File: config.mk
export PLATFORM = sky130hd
export DESIGN_NAME = sat_simd_unit
export DESIGN_NICKNAME = d
export VERILOG_FILES = /design/src/rtl/sat_simd_pkg.sv /design/src/rtl/sat_lane.sv /design/src/rtl/sat_packed.sv /design/src/rtl/sat_simd_unit.sv
export SDC_FILE = /design/constraint.sdc
export NUM_CORES = 1
export LEC_CHECK = 0
export ABC_AREA = 1
export BUFFER_PORTS_ARGS = -buffer_cell sky130_fd_sc_hd__buf_2
export CAP_MARGIN = 20
export CORE_MARGIN = 8
export CORE_UTILIZATION = 50
export DETAILED_ROUTE_END_ITERATION = 12
export GPL_ROUTABILITY_DRIVEN = 0
export PLACE_DENSITY = 0.76
export SYNTH_ARGS = -nofsm -noshare
export SYNTH_HDL_FRONTEND = slang
export SYNTH_SLANG_ARGS = --single-unit
File: constraint.sdc
create_clock -name vclk -period 3.1
set_input_delay 0.155 -clock vclk [all_inputs]
set_output_delay 0.155 -clock vclk [all_outputs]
set_load 0.005 [all_outputs]
File: src/rtl/sat_simd_pkg.sv
// Package: shared operation codes for the saturating SIMD unit.
// Assumes a 4-bit operation select; codes above OP_SAX are pass-through.
package sat_simd_pkg;

    typedef enum logic [3:0] {
        OP_ADD32  = 4'd0,
        OP_SUB32  = 4'd1,
        OP_DADD32 = 4'd2,
        OP_DSUB32 = 4'd3,
        OP_ADD16  = 4'd4,
        OP_SUB16  = 4'd5,
        OP_ADD8   = 4'd6,
        OP_SUB8   = 4'd7,
        OP_ASX    = 4'd8,
        OP_SAX    = 4'd9
    } sat_op_e;

endpackage

File: src/rtl/sat_lane.sv
// Module: one signed saturating adder/subtractor lane of width W.
// Assumes two's-complement operands; purely combinational.
module sat_lane #(
    parameter int W = 8
) (
    input  logic [W-1:0] a_i,
    input  logic [W-1:0] b_i,
    input  logic         sub_i,
    output logic [W-1:0] res_o,
    output logic         sat_o
);
    localparam logic [W-1:0] MAX_V = {1'b0, {(W-1){1'b1}}};
    localparam logic [W-1:0] MIN_V = {1'b1, {(W-1){1'b0}}};

    logic [W:0] a_ext;
    logic [W:0] b_ext;
    logic [W:0] sum_ext;

    // Sign-extend and form the exact result at W+1 bits (subtract as a + ~b + 1).
    always_comb begin
        a_ext   = {a_i[W-1], a_i};
        b_ext   = {b_i[W-1], b_i};
        sum_ext = a_ext + (sub_i ? ~b_ext : b_ext) + {{W{1'b0}}, sub_i};
    end

    // Detect overflow and clamp toward the rail matching the exact sign.
    always_comb begin
        sat_o = sum_ext[W] ^ sum_ext[W-1];
        if (sat_o) res_o = sum_ext[W] ? MIN_V : MAX_V;
        else       res_o = sum_ext[W-1:0];
    end

    // Guards on the lane arithmetic.
    always_comb begin
        // a saturated lane sits on one of the two rails.
        a_r2_clamp_rail: assert (!sat_o || res_o == MAX_V || res_o == MIN_V);
        // an add can only overflow when both operands share a sign.
        a_r1_add_sign: assert (!(sat_o && !sub_i) || (a_i[W-1] == b_i[W-1]));
        // a subtract can only overflow when the operand signs differ.
        a_r1_sub_sign: assert (!(sat_o && sub_i) || (a_i[W-1] != b_i[W-1]));
    end

endmodule

File: src/rtl/sat_packed.sv
// Module: N independent saturating lanes of width W packed in one word.
// Assumes lane i occupies bits [(i+1)*W-1 : i*W]; per-lane add/sub select.
module sat_packed #(
    parameter int W = 8,
    parameter int N = 4
) (
    input  logic [N*W-1:0] a_i,
    input  logic [N*W-1:0] b_i,
    input  logic [N-1:0]   sub_i,
    output logic [N*W-1:0] res_o,
    output logic [N-1:0]   sat_o
);
    // One lane per slice of the packed word.
    for (genvar g = 0; g < N; g++) begin : g_lane
        sat_lane #(.W(W)) u_lane (
            .a_i   (a_i[g*W +: W]),
            .b_i   (b_i[g*W +: W]),
            .sub_i (sub_i[g]),
            .res_o (res_o[g*W +: W]),
            .sat_o (sat_o[g])
        );
    end

endmodule

File: src/rtl/sat_simd_unit.sv
// Module: top of the signed saturating SIMD add/subtract unit.
// Assumes a combinational datapath slot; only full-width forms may set the
// sticky bit at STICKY_POS, and no other status bit is ever written.
module sat_simd_unit
    import sat_simd_pkg::*;
#(
    parameter int DATA_W     = 32,
    parameter int STICKY_POS = 27
) (
    input  logic [DATA_W-1:0] op1_i,
    input  logic [DATA_W-1:0] op2_i,
    input  logic [3:0]        op_sel_i,
    input  logic [DATA_W-1:0] status_i,
    output logic [DATA_W-1:0] result_o,
    output logic [DATA_W-1:0] status_o
);
    localparam int HALF_W = DATA_W / 2;
    localparam int QTR_W  = DATA_W / 4;

    sat_op_e op;
    logic    is_dbl;
    logic    main_sub;
    logic    wide_op;

    logic [DATA_W-1:0] dbl_res;
    logic              dbl_sat;
    logic [DATA_W-1:0] main_b;
    logic [DATA_W-1:0] main_res;
    logic              main_sat;

    logic [DATA_W-1:0] h_b;
    logic [1:0]        h_sub;
    logic [DATA_W-1:0] h_res;
    logic [1:0]        h_sat;

    logic [3:0]        q_sub;
    logic [DATA_W-1:0] q_res;
    logic [3:0]        q_sat;

    logic              sticky_set;

    // Decode the operation select into datapath controls.
    always_comb begin
        op       = sat_op_e'(op_sel_i);
        is_dbl   = (op == OP_DADD32) || (op == OP_DSUB32);
        main_sub = (op == OP_SUB32) || (op == OP_DSUB32);
        wide_op  = (op == OP_ADD32) || (op == OP_SUB32) || is_dbl;
    end

    // Doubling stage: saturated op2 + op2.
    sat_lane #(.W(DATA_W)) u_dbl (
        .a_i   (op2_i),
        .b_i   (op2_i),
        .sub_i (1'b0),
        .res_o (dbl_res),
        .sat_o (dbl_sat)
    );

    // Select the second full-width operand: raw or doubled.
    always_comb main_b = is_dbl ? dbl_res : op2_i;

    // Full-width saturating add/subtract stage.
    sat_lane #(.W(DATA_W)) u_main (
        .a_i   (op1_i),
        .b_i   (main_b),
        .sub_i (main_sub),
        .res_o (main_res),
        .sat_o (main_sat)
    );

    // Half-word lane controls: exchange forms swap op2 halves.
    always_comb begin
        h_b   = op2_i;
        h_sub = 2'b00;
        unique case (op)
            OP_SUB16: h_sub = 2'b11;
            OP_ASX: begin
                h_b   = {op2_i[HALF_W-1:0], op2_i[DATA_W-1:HALF_W]};
                h_sub = 2'b01;
            end
            OP_SAX: begin
                h_b   = {op2_i[HALF_W-1:0], op2_i[DATA_W-1:HALF_W]};
                h_sub = 2'b10;
            end
            default: h_sub = 2'b00;
        endcase
    end

    sat_packed #(.W(HALF_W), .N(2)) u_half (
        .a_i   (op1_i),
        .b_i   (h_b),
        .sub_i (h_sub),
        .res_o (h_res),
        .sat_o (h_sat)
    );

    // Byte lane controls: all lanes share one direction.
    always_comb q_sub = (op == OP_SUB8) ? 4'b1111 : 4'b0000;

    sat_packed #(.W(QTR_W), .N(4)) u_quarter (
        .a_i   (op1_i),
        .b_i   (op2_i),
        .sub_i (q_sub),
        .res_o (q_res),
        .sat_o (q_sat)
    );

    // Route the selected datapath to the result port.
    always_comb begin
        unique case (op)
            OP_ADD32, OP_SUB32, OP_DADD32, OP_DSUB32: result_o = main_res;
            OP_ADD16, OP_SUB16, OP_ASX, OP_SAX:       result_o = h_res;
            OP_ADD8, OP_SUB8:                         result_o = q_res;
            default:                                  result_o = op1_i;
        endcase
    end

    // Sticky update: OR in saturation from full-width forms only.
    always_comb begin
        sticky_set = wide_op && (main_sat || (is_dbl && dbl_sat));
        status_o   = status_i;
        status_o[STICKY_POS] = status_i[STICKY_POS] | sticky_set;
    end

    // Guards on the status word behaviour.
    always_comb begin
        // bits other than the sticky bit never change.
        a_r9_other_bits_kept: assert ((status_o ^ status_i) ==
                                      ((status_o ^ status_i) & (DATA_W'(1) << STICKY_POS)));
        // the sticky bit is never cleared.
        a_r9_sticky_no_clear: assert (!status_i[STICKY_POS] || status_o[STICKY_POS]);
        // packed saturation leaves the status word untouched.
        a_r9_packed_quiet: assert (wide_op || !(|h_sat || |q_sat) || status_o == status_i);
        // full-width saturation always leaves the sticky bit set.
        a_r3_sticky_on_sat: assert (!(wide_op && main_sat) || status_o[STICKY_POS]);
        // unused codes pass op1 through.
        a_r10_passthru: assert (op_sel_i <= 4'd9 || (result_o == op1_i && status_o == status_i));
    end

endmodule

==> metrics, run 1 <==
# rows 47; pre-CTS WS -544 ps; largest net degree at the start of global routing 49; Starting Density 0.506; Failed at global routing; Err [ERROR GRT-0232] Routing congestion too high. Check the congestion heatmap in the GUI.; DP HPWL 28400 microns; GRT overflow 18; die height between 100 and 150 microns; Worst End Pin Type top-level output; critical endpoint after global-route timing repair result_o[29]; Synth Net Count 1657; outcome stopped before the end; synth unique cells 43; synthesized instance count 1456; width of the chip 145 microns; Ports 164; Avg Cell Area, Syn 5.70 sq um; combined area of all synthesized cells 8290 sq um; GRT Overall Usage 0.680; IO Port Bufs 102; sequential-to-total area share from yosys stat 0; Ys Warns 0
repair_timing:
action | CTS
cloned | 8
endpoints found under the hold margin | 0
hold buffers | 0
resized for setup | 249
pin swaps | 70
endpoints found under the setup margin | 33
buffers inserted | 47
synth_stat cells (2+ instances only):
library cell	count	share of area
o21ai_1	7	0.0042
ha_1	94	0.14
xnor2_1	67	0.071
fa_1	7	0.017
nor2_4	2	0.0027
a21boi_0	4	0.0036
o21a_1	6	0.0054
nor4_1	4	0.0030
nand3_2	5	0.0060
inv_2	6	0.0027
o21bai_1	18	0.016
buf_2	7	0.0042
a21o_1	8	0.0072
nand3b_1	5	0.0045
a22oi_1	2	0.0018
inv_1	166	0.075
buf_4	37	0.033
buf_1	4	0.0018
a211oi_1	3	0.0027
o21ai_2	3	0.0032
nand2_1	393	0.18
clkbuf_1	21	0.0095
nand3_1	133	0.080
nor3_1	15	0.0091
nor2_1	58	0.026
a31oi_1	7	0.0053
buf_6	5	0.0068
nand2_4	4	0.0054
xor2_1	96	0.10
nand4_1	11	0.0083
o21ai_0	120	0.072
a21oi_1	113	0.068
nand2_2	15	0.011
kinds of logic after synthesis:
family / share of synthesized area
simple gates: 0.338
xor+xnor: 0.172
compound gates: 0.197
buf+inv: 0.134
fa+ha+maj: 0.159
per-layer routing:
metal / GRT overflow / global-route usage
met5: 0 / 0.463
met4: 3 / 0.556
met3: 0 / 0.621
met2: 15 / 0.809
met1: 0 / 0.674
stage by stage:
stage / setup TNS (ps) / cells / instance area (sq um)
floorplan: 0 / 1456 / 8360
global placement: -11840 / 2009 / 11000
detailed placement: -14060 / 2009 / 11000
CTS: -7610 / 2064 / 12300
==> run 2, diff against run 1 <==
Settings changed: CORE_UTILIZATION 50 to 35, PLACE_DENSITY 0.76 to unset, PLACE_DENSITY_LB_ADDON set to 0.15.
Clock period 3.1 ns to 4 ns, I/O delays scaled along.
==> metrics, run 2 <==
Fill cells 2700; startpoint types input port; most frequent cell after synthesis nand2_1; Pwr Density 263 nW/um^2; top cells by area, synth nand2_1, ha_1, xor2_1, nand3_1, inv_1; fmax 260 MHz; Hold EP status_o[0]; num sequential 0; Avg Cell Area, Syn 5.70 sq um (unchanged); layout cells sized above 1 0.164; WHS Path Cells 0; final wirelength 35400 microns; hold path start status_i[0]; DRT Pass-1 Iters 6; Synth Net Count 1657 (unchanged); Crit Path Max Fanout 14; CP Capture Type output port; Nets 1763; # rows 56 (+19%); first-pass GRT wire length 52800 microns; dpl cells 1868 (-7.0%); die height 170 microns (+17%); clkbuf count 0; number of global-route vias before repair 9261; cell taking the most area after synthesis nand2_1; DRT antenna net count 0; Starting DRT DRC Count 775; most frequent cells in the layout nand2_1, inv_1, nand3_1, o21ai_0, buf_2; initial antenna violation count 0; GRT overflow 0; residual DRC count 0; Least-Margin Pin Slew between 500 and 600 ps; Setup-failing EPs final 0; critical path's largest stage delay 380 ps; Ys Warns 0 (unchanged); Worst Hold Class in2out; top post-synthesis cells by count nand2_1, inv_1, nand3_1, o21ai_0, a21oi_1; outcome finished clean; DP HPWL 30000 microns (+5.6%); Setup CP Type in2out; Worst path slowest cell ha_1; IO Port Bufs 102 (unchanged); Critical Path RT ~3800 ps; CORE AREA 23400 sq um; Vias/cell 5.24; Max Cap Violations 0; Rel. slew slack 0.662; combined area of all synthesized cells 8290 sq um (unchanged); Design Power 2530 uW; top cell type's share of synthesized area 0.178 (unchanged); commonest non-fill, non-tap cell in the layout nand2_1; Reg area 0 sq um; cell repeated most along the worst path nand2_1; Starting Density 0.354 (-0.151); Ports 164 (unchanged); VDD IR max 81.1 uV; Area growth syn-to-layout 16.3%; DR WL/cell roughly 19 microns; synthesized instance count 1456 (unchanged); vias 9843; design area approximately 9600 sq um; ant diodes 0; largest net degree at the start of global routing 60; Final Hold Fails 0; GRT Overall Usage 0.232; placed inst area 9340 sq um (-15%); Tcrit/Tclk final 0.960; Data arrival, critical path 3640 ps; width of the chip 170 microns (+17%); synth unique cells 43 (unchanged); Slew Viols, Final 0; LEAKAGE between 0.005 and 0.006 uW; final worst path period need 3840 ps; final std cells w/o fill 1879; sequential-to-total area share from yosys stat 0 (unchanged); die area 28900 sq um
==> run 2: cell counts after synthesis <==
No cell type changed its count.
==> run 2: worst max-delay path by stage <==
stage | slack (ps) | end | depth (start not counted) | start
floorplan | 520 | result_o[13] | 25 | op2_i[30]
global placement | -120 | result_o[16] | 26 | op2_i[30]
detailed placement | 8 | result_o[3] | 26 | op2_i[30]
CTS | 2 | result_o[16] | 25 | op2_i[30]
global route | -10 | result_o[9] | 28 | op2_i[30]
finish | 160 | result_o[16] | 26 | op2_i[30]
==> run 2: cell type report <==
| cell class | instances | area, sq um | area share |
|---|---|---|---|
| inverter | 172 | 646 | 0.0669 |
| multi-input combinational | 1210 | 7370 | 0.764 |
| timing repair buffer | 178 | 1230 | 0.128 |
| tap | 319 | 399 | 0.0414 |
==> run 2: logic make-up after synthesis <==
kind of cell,after synthesis,synth area share
AO/OA/AOI/OAI,298,0.197
XOR/XNOR,163,0.172
adder cells (fa/ha/maj),101,0.159
buffers and inverters,246,0.134
AND/OR/NAND/NOR,648,0.338
==> run 2: timing repair <==
item,CTS,global route
cloned,0,2
gates resized for setup,1,54
setup endpoints to repair,11,32
pin swaps,0,20
hold buffers,0,0
setup buffers,0,8
==> run 2: layer usage <==
metal / up-vias / wire length (microns) / global-route usage / part of all wire
met4: 0 / 1070 / 0.0603 / 0.030
li1: 4964 / - / - / -
met1: 4466 / 16100 / 0.325 / 0.46
met5: - / 0 / 0 / 0
met3: 61 / 2740 / 0.0278 / 0.078
met2: 352 / 15500 / 0.369 / 0.44
==> run 2: report_power, final <==
group          internal, uW  switching [uW]
sequential                0               0
clock                     0               0
combinational           985            1550
==> run 2: metrics by stage <==
stage | setup slack [ps] | hold WS [ps] | util | TNS, ps
3_3_place_gp | -117 | 400 | 0.399 | -2180
6_report | 158 | 400 | 0.412 | 0
3_5_place_dp | 8.20 | 400 | 0.399 | 0
5_1_grt | -9.98 | 400 | 0.412 | -26.2
4_1_cts | 1.93 | 400 | 0.399 | 0
2_1_floorplan | 520 | 481 | - | 0
==> run 2: critical path, delay by kind of cell <==
kind / cells / cell delay, ps
AND/OR/NAND/NOR: 9 / 760
XOR/XNOR: 1 / 160
buffers and inverters: 8 / 960
AO/OA/AOI/OAI: 6 / 900
adder cells (fa/ha/maj): 2 / 650
Note: power is estimated with default switching activity, not from simulation.
==> run 3, diff against run 2 <==
Settings changed: GPL_TIMING_DRIVEN set to 0, MAX_ROUTING_LAYER set to met4.
==> metrics, run 3 (same netlist as run 2, synthesis figures left out) <==
final std cells w/o fill 1928 (+2.6%); Design Power 2570 uW (+1.3%); pre-CTS WS -763 ps (-772 ps); Setup CP Type in2out; cell repeated most along the worst path nand2_1; Worst path slowest cell fa_1; GRT overflow 0 (unchanged); residual DRC count 0 (unchanged); Setup-failing EPs final 0 (unchanged); CP top delay family simple AND/OR/NAND/NOR gates; Fill cells 2671 (-1.1%); layout cells sized above 1 0.214 (+0.0497); CTS Hold Bufs 0 (unchanged); worst setup margin 159 ps (+0.372 ps); critical path's largest stage delay 460 ps (+80 ps); DRT Pass-1 Iters 5 (-1); ant diodes 0 (unchanged); Starting DRT DRC Count 738 (-4.8%); dpl cells 1907 (+2.1%); fmax 260 MHz (about the same); width of the chip 170 microns (unchanged); outcome finished clean; largest net degree at the start of global routing 11 (-82%); Data arrival, critical path 3640 ps (about the same); DRT antenna net count 0 (unchanged); first-pass GRT wire length 53200 microns (+0.77%); most frequent cells in the layout nand2_1, inv_1, buf_2, nand3_1, o21ai_0; Tcrit/Tclk final 0.960 (about the same); die area 28900 sq um (unchanged); Crit path buffers/inverters 5 (-3); startpoint types input port; Vias/cell 5.27 (+0.53%); clkbuf count 0 (unchanged); final wirelength 36500 microns (+3.0%); final worst path period need 3840 ps (-0.372 ps); IO Port Bufs 132 (+29%); # rows 56 (unchanged); Nets 1812 (+2.8%); vias 10153 (+3.1%); Final Hold Fails 0 (unchanged); Worst Hold Class in2out; die height 170 microns (unchanged); Reg area 0 sq um (unchanged); VDD IR max 82.5 uV (+1.7%); commonest non-fill, non-tap cell in the layout nand2_1; Ports 164 (unchanged); CORE AREA 23400 sq um (unchanged); Slew Viols, Final 0 (unchanged); crit-path cells buf_2 > nor2_4 > nand2_4 > clkbuf_2 > nand2_1 > o21ai_2 > xor2_1 > fa_1 > o21ai_2 > nand4_1 > o211ai_1 > nand2_1 > nand2_1 > nand2_1 > nand2_1 > inv_1 > nand2_2 > buf_6 > a21oi_1 > nor2_1 > nand2_1 > buf_2; number of global-route vias before repair 9438 (+1.9%); Max Cap Violations 0 (unchanged); Crit Path Max Fanout 10 (-4); Starting Density 0.354 (unchanged); Critical Path RT 3800 ps (about the same); Rel. slew slack 0.396 (-0.267); Pwr Density 258 nW/um^2 (-1.9%); DR WL/cell 18.9 microns (+0.41%); CP Capture Type output port; initial antenna violation count 0 (unchanged); GRT Overall Usage 0.245 (+0.0130); Least-Margin Pin Slew 903 ps (+403 ps); num sequential 0 (unchanged); Area growth syn-to-layout 20.1%; Setup TNS Final 0 ps (unchanged); DP HPWL 31200 microns (+4.1%); LEAKAGE 0.00527 uW (+3.9%)
==> run 3: cell count changes in the layout (fill, tap and decap cells not counted), sizes merged <==
cell / delta
clkbuf: +19
buf: +30
==> run 3: cell type report <==
type	instances	area, sq um	area share
multi-input combinational	1210	7550	0.758
timing repair buffer	153	821	0.0824
inverter	172	648	0.0651
buffer	74	546	0.0548
tap	319	399	0.0401
==> run 3: repair_timing <==
item / CTS / global route
resized for setup: 45 / 124
setup endpoints to repair: 33 / 33
pin swaps: 11 / 27
setup buffers: 9 / 12
==> run 3: metal layers <==
layer  vias to the layer above  share of wire  wire length [microns]  global-route usage
met4                         0          0.033                   1220              0.0751
met3                        68          0.083                   3010              0.0234
li1                       5073              -                      -                   -
met2                       427           0.45                  16600               0.396
met1                      4585           0.43                  15700               0.318
met5                         -              0                      0                   -
==> run 3: report_power, final <==
part           switching, uW  total [uW]  internal, uW
Clock                      0           0             0
Sequential                 0           0             0
Combinational           1590        2570           975
Total                   1590        2570           975
==> run 3: path summary, 6_finish.rpt <==
kind | startpoint | endpoint | slack, ps | depth (start not counted)
max | op_sel_i[2] | result_o[26] | 160 | 22
min | status_i[13] | status_o[13] | 570 | 2
==> run 3: metrics by stage <==
step                      hold WS, ps  cell area (sq um)  utilization
after floorplan                   481               8290            -
after detailed placement          570               9350        0.400
after global routing              572               9960        0.426
after global placement            570               9350        0.400
final                             567               9960        0.426
after CTS                         569               9540        0.408
